File: src/rtl/sdw_pkg.sv
package sdw_pkg;
   localparam logic [1:0] KIND_RD = 2'b00;
   localparam logic [1:0] KIND_WR = 2'b01;
   localparam logic [2:0] CPL_SC  = 3'b000;
   localparam logic [2:0] CPL_CA  = 3'b100;

   typedef enum logic [2:0] {
      S_IDLE,
      S_WR,
      S_RD,
      S_RWAIT,
      S_CPL
   } bstate_t;
endpackage

File: src/rtl/sdw_addr_xlate.sv
module sdw_addr_xlate #(
   parameter int IN_AW     = 32,
   parameter int OUT_AW    = 32,
   parameter int WIN_BITS  = 16,
   parameter logic [OUT_AW-1:0] BASE = '0,
   parameter bit XLATE_ADD = 1'b1
) (
   input  logic [IN_AW-1:0]  in_addr,
   output logic [OUT_AW-1:0] out_addr
);
   logic [OUT_AW-1:0] win_off;
   logic unused_addr;
   assign unused_addr = ^in_addr;

   generate
      if (WIN_BITS < 3 || WIN_BITS > IN_AW || WIN_BITS > OUT_AW) begin : g_bad_cfg
         initial $error("sdw_addr_xlate: WIN_BITS out of range");
      end
      if (WIN_BITS < OUT_AW) begin : g_pad
         assign win_off = {{(OUT_AW-WIN_BITS){1'b0}}, in_addr[WIN_BITS-1:2], 2'b00};
      end else begin : g_full
         assign win_off = {in_addr[OUT_AW-1:2], 2'b00};
      end
      if (XLATE_ADD) begin : g_add
         assign out_addr = BASE + win_off;
      end else begin : g_or
         assign out_addr = BASE | win_off;
      end
   endgenerate
endmodule

File: src/rtl/sdw_cpl_fields.sv
module sdw_cpl_fields #(
   parameter int BC_W = 12
) (
   input  logic [3:0]      be,
   input  logic [4:0]      addr_dw,
   output logic [BC_W-1:0] bytecnt,
   output logic [6:0]      lowaddr
);
   logic [2:0] span;
   logic [1:0] first;

   generate
      if (BC_W < 3) begin : g_bad_cfg
         initial $error("sdw_cpl_fields: BC_W must hold the value 4");
      end
   endgenerate

   always_comb begin
      casez (be)
         4'b1??1:                    span = 3'd4;
         4'b01?1, 4'b1?10:           span = 3'd3;
         4'b0011, 4'b0110, 4'b1100:  span = 3'd2;
         default:                    span = 3'd1;
      endcase
      casez (be)
         4'b???1: first = 2'd0;
         4'b??10: first = 2'd1;
         4'b?100: first = 2'd2;
         4'b1000: first = 2'd3;
         default: first = 2'd0;
      endcase
   end

   assign bytecnt = BC_W'(span);
   assign lowaddr = {addr_dw, first};
endmodule

File: src/rtl/sdw_ctrl.sv
module sdw_ctrl
   import sdw_pkg::*;
#(
   parameter int MAW   = 32,
   parameter int DW    = 32,
   parameter int TAG_W = 8,
   parameter int RID_W = 16,
   parameter int BC_W  = 12
) (
   input  logic             clk,
   input  logic             rst_n,
   input  logic             rx_valid,
   output logic             rx_ready,
   input  logic [1:0]       rx_type,
   input  logic [3:0]       rx_be,
   input  logic [TAG_W-1:0] rx_tag,
   input  logic [RID_W-1:0] rx_reqid,
   input  logic [DW-1:0]    rx_wdata,
   input  logic [MAW-1:0]   xaddr,
   input  logic [BC_W-1:0]  bc_in,
   input  logic [6:0]       lo_in,
   output logic [MAW-1:0]   m_addr,
   output logic [3:0]       m_be,
   output logic             m_read,
   output logic             m_write,
   output logic [DW-1:0]    m_wdata,
   input  logic             m_waitreq,
   input  logic [DW-1:0]    m_rdata,
   input  logic             m_rvalid,
   output logic             tx_valid,
   input  logic             tx_ready,
   output logic [2:0]       tx_status,
   output logic             tx_has_data,
   output logic [RID_W-1:0] tx_reqid,
   output logic [TAG_W-1:0] tx_tag,
   output logic [BC_W-1:0]  tx_bytecnt,
   output logic [6:0]       tx_lowaddr,
   output logic [DW-1:0]    tx_data
);
   bstate_t          state;
   logic [MAW-1:0]   addr_q;
   logic [3:0]       be_q;
   logic [DW-1:0]    data_q;
   logic [TAG_W-1:0] tag_q;
   logic [RID_W-1:0] rid_q;
   logic [BC_W-1:0]  bc_q;
   logic [6:0]       lo_q;
   logic [2:0]       st_q;
   logic             hd_q;

   always_ff @(posedge clk or negedge rst_n) begin
      if (!rst_n) begin
         state  <= S_IDLE;
         addr_q <= '0;
         be_q   <= '0;
         data_q <= '0;
         tag_q  <= '0;
         rid_q  <= '0;
         bc_q   <= '0;
         lo_q   <= '0;
         st_q   <= CPL_SC;
         hd_q   <= 1'b0;
      end else begin
         case (state)
            S_IDLE: if (rx_valid) begin
               addr_q <= xaddr;
               be_q   <= rx_be;
               tag_q  <= rx_tag;
               rid_q  <= rx_reqid;
               bc_q   <= bc_in;
               lo_q   <= lo_in;
               data_q <= rx_wdata;
               if (rx_type == KIND_WR) begin
                  state <= S_WR;
               end else if (rx_type == KIND_RD) begin
                  st_q <= CPL_SC;
                  hd_q <= 1'b1;
                  if (rx_be == 4'b0000) begin
                     data_q <= '0;
                     state  <= S_CPL;
                  end else begin
                     state <= S_RD;
                  end
               end else begin
                  st_q   <= CPL_CA;
                  hd_q   <= 1'b0;
                  data_q <= '0;
                  state  <= S_CPL;
               end
            end
            S_WR:    if (!m_waitreq) state <= S_IDLE;
            S_RD:    if (!m_waitreq) state <= S_RWAIT;
            S_RWAIT: if (m_rvalid) begin
               data_q <= m_rdata;
               state  <= S_CPL;
            end
            S_CPL:   if (tx_ready) state <= S_IDLE;
            default: state <= S_IDLE;
         endcase
      end
   end

   assign rx_ready    = (state == S_IDLE);
   assign m_write     = (state == S_WR);
   assign m_read      = (state == S_RD);
   assign tx_valid    = (state == S_CPL);
   assign m_addr      = addr_q;
   assign m_be        = be_q;
   assign m_wdata     = data_q;
   assign tx_data     = data_q;
   assign tx_status   = st_q;
   assign tx_has_data = hd_q;
   assign tx_reqid    = rid_q;
   assign tx_tag      = tag_q;
   assign tx_bytecnt  = bc_q;
   assign tx_lowaddr  = lo_q;
endmodule

File: src/rtl/sdw_req_bridge.sv
module sdw_req_bridge #(
   parameter int IN_AW     = 32,
   parameter int MAW       = 32,
   parameter int DW        = 32,
   parameter int TAG_W     = 8,
   parameter int RID_W     = 16,
   parameter int BC_W      = 12,
   parameter int WIN_BITS  = 16,
   parameter logic [MAW-1:0] BASE = 32'h8000_0000,
   parameter bit XLATE_ADD = 1'b1
) (
   input  logic             clk,
   input  logic             rst_n,
   input  logic             rx_valid,
   output logic             rx_ready,
   input  logic [1:0]       rx_type,
   input  logic [IN_AW-1:0] rx_addr,
   input  logic [3:0]       rx_be,
   input  logic [TAG_W-1:0] rx_tag,
   input  logic [RID_W-1:0] rx_reqid,
   input  logic [DW-1:0]    rx_wdata,
   output logic [MAW-1:0]   m_addr,
   output logic [3:0]       m_be,
   output logic             m_read,
   output logic             m_write,
   output logic [DW-1:0]    m_wdata,
   input  logic             m_waitreq,
   input  logic [DW-1:0]    m_rdata,
   input  logic             m_rvalid,
   output logic             tx_valid,
   input  logic             tx_ready,
   output logic [2:0]       tx_status,
   output logic             tx_has_data,
   output logic [RID_W-1:0] tx_reqid,
   output logic [TAG_W-1:0] tx_tag,
   output logic [BC_W-1:0]  tx_bytecnt,
   output logic [6:0]       tx_lowaddr,
   output logic [DW-1:0]    tx_data
);
   localparam int BE_W = DW / 8;

   logic [MAW-1:0]  xaddr;
   logic [BC_W-1:0] bc_w;
   logic [6:0]      lo_w;

   generate
      if (DW != 32 || BE_W != 4) begin : g_bad_width
         initial $error("sdw_req_bridge: data path must be one 32-bit dword");
      end
      if (IN_AW < 7) begin : g_bad_in_aw
         initial $error("sdw_req_bridge: IN_AW must cover bits [6:2]");
      end
   endgenerate

   sdw_addr_xlate #(
      .IN_AW(IN_AW), .OUT_AW(MAW), .WIN_BITS(WIN_BITS),
      .BASE(BASE), .XLATE_ADD(XLATE_ADD)
   ) u_xlate (
      .in_addr (rx_addr),
      .out_addr(xaddr)
   );

   sdw_cpl_fields #(.BC_W(BC_W)) u_fields (
      .be     (rx_be),
      .addr_dw(rx_addr[6:2]),
      .bytecnt(bc_w),
      .lowaddr(lo_w)
   );

   sdw_ctrl #(
      .MAW(MAW), .DW(DW), .TAG_W(TAG_W), .RID_W(RID_W), .BC_W(BC_W)
   ) u_ctrl (
      .clk, .rst_n, .rx_valid, .rx_ready, .rx_type, .rx_be, .rx_tag,
      .rx_reqid, .rx_wdata,
      .xaddr (xaddr),
      .bc_in (bc_w),
      .lo_in (lo_w),
      .m_addr, .m_be, .m_read, .m_write, .m_wdata, .m_waitreq,
      .m_rdata, .m_rvalid, .tx_valid, .tx_ready, .tx_status,
      .tx_has_data, .tx_reqid, .tx_tag, .tx_bytecnt, .tx_lowaddr, .tx_data
   );
endmodule

File: config.mk
export PLATFORM = sky130hd
export DESIGN_NAME = sdw_req_bridge
export DESIGN_NICKNAME = d
export VERILOG_FILES = /design/src/rtl/sdw_pkg.sv /design/src/rtl/sdw_addr_xlate.sv /design/src/rtl/sdw_cpl_fields.sv /design/src/rtl/sdw_ctrl.sv /design/src/rtl/sdw_req_bridge.sv
export SDC_FILE = /design/constraint.sdc
export NUM_CORES = 1
export LEC_CHECK = 0
export BUFFER_PORTS_ARGS = -buffer_cell sky130_fd_sc_hd__buf_2
export CAP_MARGIN = 10
export CORE_AREA = 2 2 110 112
export DETAILED_ROUTE_END_ITERATION = 7
export DIE_AREA = 0 0 112 114
export PLACE_DENSITY_LB_ADDON = 0.15
export SLEW_MARGIN = 15
export SYNTH_ARGS = -nofsm -noshare
export SYNTH_HDL_FRONTEND = slang
export SYNTH_SLANG_ARGS = --single-unit
File: constraint.sdc
create_clock -name clk -period 1.81 [get_ports clk]
set_input_delay 0.4525 -clock clk [delete_from_list [all_inputs] [get_ports clk]]
set_output_delay 0.4525 -clock clk [all_outputs]
set_load 0.02 [all_outputs]
==> impl_metrics.env <==
export IMPL_status="finished, final reports clean"
export IMPL_vias=4054
export IMPL_intPower_w=0.00622
export IMPL_die_y_um=114
export IMPL_vias_per_cell=4.73
export IMPL_clkPwrFrac_pct=17.7
export IMPL_cts_tree="done"
export IMPL_cp_max_fo=16
export IMPL_ys_seq_area_share_pct=50.4
export IMPL_drtPass1Iterations=4
export IMPL_finClkSkew_ns=0.00531
export IMPL_cp_data_arrival_time_ns=2.04
export IMPL_io_buffers=236
export IMPL_layout_cells_non_filler=857
export IMPL_final_cell_mix="232 x buf_2, 170 x nand2_1, 83 x dfrtp_1"
export IMPL_holdCritStartpoint="rx_reqid[15]"
export IMPL_synth_area_sq_um=4220
export IMPL_layout_commonest_cell="buf_2"
export IMPL_tns_ns=0
export IMPL_min_path_cells=3
export IMPL_max_slew_margin_pct=65.8
export IMPL_synthCells=505
export IMPL_nFillCells=1177
export IMPL_clk_pin_slew_worst_paths_ns=0.07
export IMPL_finalHoldViolCount=0
export IMPL_h_tree_depth=3
export IMPL_use_met3_pct=2.82
export IMPL_initial_core_util_pct=36.0
export IMPL_synth_avg_cell_area_sq_um=8.35
export IMPL_min_period_over_period_pct=98.7
export IMPL_worst_pin_slew_ns=0.501
export IMPL_core_area_sq_um=11700
export IMPL_power_density_nw_per_um2=1980
export IMPL_cts_sinks=85
export IMPL_p_comb_share_pct=52.3
export IMPL_holdPathEnd="u_ctrl.tx_reqid[15]"
export IMPL_post_place_cells=832
export IMPL_grt_pass1_wl_mm=17.9
export IMPL_async_flop_share_pct=100
export IMPL_postRouteAntennaNets=0
export IMPL_yosys_warnings=0
export IMPL_crit_required_ns=2.07
export IMPL_track_usage_pct=17.6
export IMPL_worstHoldPathType="input port to register"
export IMPL_crit_path_start_kind="register"
export IMPL_nets=838
export IMPL_rsz0062_at_grt="true"
export IMPL_global_route_usage_met1_pct=22.7
export IMPL_cts_buffers=9
export IMPL_synth_enable_flop_cells=0
export IMPL_ios=283
export IMPL_yosys_register_bits=85
export IMPL_timing_fmax_ghz=0.560
export IMPL_grt_overflow=0
export IMPL_grt_max_degree=65
export IMPL_worst_r2r_path_depth=7
export IMPL_p_leak_nw=3.07
export IMPL_crit_type="register to register"
export IMPL_die_area_sq_um=12800
export IMPL_die_w_um=112
export IMPL_n_antenna_cell=0
export IMPL_swShare_pct=45.3
export IMPL_wl_per_cell_um=14.4
export IMPL_syn2layout_area_growth_pct=36.3
export IMPL_drc_errors=0
export IMPL_cts_buffer_depth=2
export IMPL_vdd_drop_max_mv=1.10
export IMPL_ys_flop_type="dfrtp_1"
export IMPL_pwr_share_seq_pct=30.0
export IMPL_rows=40
export IMPL_p_sw_w=0.00516
export IMPL_antenna_found_initial=0
export IMPL_setup_viol=0
export IMPL_max_cap_violations=0
export IMPL_place_hpwl_mm=8.23
export IMPL_drt_total_wl_mm=12.3
export IMPL_rr_startpoint="u_ctrl.state[0]"
export IMPL_r2r_end="u_ctrl.m_wdata[10]"
export IMPL_root_buffer="clkbuf_16"
export IMPL_rrSetupSlack_ns=0.02
export IMPL_period_needed_ns=1.79
export IMPL_report_final_slew_viol_count=0
export IMPL_grt_most_used_layer="met2"
export IMPL_grt_use_met2_pct=29.1
export IMPL_grt_pass1_vias=3522
export IMPL_drt_iter0_drc=249
export IMPL_final_layout_size_suffix_gt1_share_pct=40.0
export IMPL_synth_distinct_cells=30
export IMPL_end_kind="register"
export IMPL_gp_congestion=0.795
export IMPL_clk_latency_ns=0.34
==> metrics by stage <==
step	total power [W]	hold WS [ns]	util, %	cell area (sq um)	worst slack (ns)
2_1_floorplan	0.00756	0.157	-	4330	0.148
3_3_place_gp	0.00891	0.353	44.8	5240	0.120
3_5_place_dp	0.00902	0.355	44.8	5240	0.0755
4_1_cts	0.0111	0.282	47.9	5610	0.00531
5_1_grt	0.0122	0.292	49.1	5750	-0.0411
6_report	0.0114	0.295	49.1	5750	0.0241
==> power by group through the flow <==
stage          clock network, W  logic, W  registers, W
6_report                0.00201   0.00596       0.00342
5_1_grt                 0.00215   0.00647       0.00355
4_1_cts                 0.00206   0.00565       0.00343
3_5_place_dp                  0   0.00555       0.00347
3_3_place_gp                  0   0.00549       0.00342
2_1_floorplan                 0   0.00304       0.00452
==> synth_stat cells, types with 2 or more instances <==
library cell    n  area [sq um]
dfrtp_1        85          2130
o21ai_0         8          40.0
inv_1           3          11.3
nand2b_1        3          18.8
nand3_1        36           180
buf_2          12          60.1
buf_4          71           533
o21a_1          2          15.0
nor2_1         43           161
clkbuf_1       12          45.0
nor3_1          4          20.0
a31oi_1        33           206
nand2_1       171           642
a21oi_1         5          25.0
and2_1          2          12.5
==> metal layers <==
layer  wire, um  part of all wire, %  vias up
li1           -                    -     1955
met2       6120                   50      161
met4        276                  2.2        0
met5          0                    0        -
met3        719                  5.8       19
met1       5220                   42     1919
==> state kept, by name, indices dropped and copies added (netlist names) <==
name                count
u_ctrl.tx_lowaddr       6
u_ctrl.state            3
u_ctrl.tx_reqid        16
u_ctrl.tx_tag           8
u_ctrl.tx_bytecnt       3
u_ctrl.tx_status        1
u_ctrl.tx_has_data      1
u_ctrl.m_addr          11
u_ctrl.m_wdata         32
u_ctrl.m_be             4
==> repair_timing <==
action                     in CTS  in global routing
hold buffers                    1                  0
setup endpoints to repair       3                 36
buffers inserted                3                  1
pin swaps                       0                  2
hold endpoints to repair       18                  0
gates cloned                    0                  5
gates resized for setup         5                  7
==> critical path: stages, from the launching register on <==
cell and delay, ns:
dfrtp_2 0.44, buf_4 0.17, or3b_4 0.40, a21oi_4 0.18, buf_12 0.15, clkbuf_16 0.18
nor2_1 0.05, a31oi_1 0.13
==> cell families (layout without fill, tap and decap cells) <==
family	Yosys count	count (layout)	share of synthesized area, %
and+or+nand+nor	265	265	25.5
buffers and inverters	98	276	15.4
DFF	85	85	50.4
AOI/OAI and AO/OA	56	56	8.57
other	1	28	0.0889
==> final cells by class <==
type                    count  area (sq um)  share of cell area [%]
flip-flops and latches     85          2130                    37.0
clock inverters             5          85.1                    1.48
well taps                 147           184                    3.20
clock buffers              10           239                    4.16
multi-input cells         349          1570                    27.4
inverters                   3          11.3                   0.196
repair buffers            258          1530                    26.6
==> how the worst max path moves through the flow <==
stage | from | end | slack (ns) | depth (start not counted)
after floorplan | u_ctrl.state[2] | u_ctrl.tx_status[2] | 0.15 | 6
after global placement | rx_valid | u_ctrl.m_wdata[21] | 0.12 | 6
after detailed placement | rx_valid | u_ctrl.m_wdata[17] | 0.08 | 6
after CTS | u_ctrl.state[0] | tx_valid | 0.005 | 3
after global routing | u_ctrl.state[0] | u_ctrl.m_wdata[17] | -0.04 | 7
final | u_ctrl.state[0] | u_ctrl.m_wdata[10] | 0.02 | 7
No activity file was read; power rests on OpenSTA's default activity.
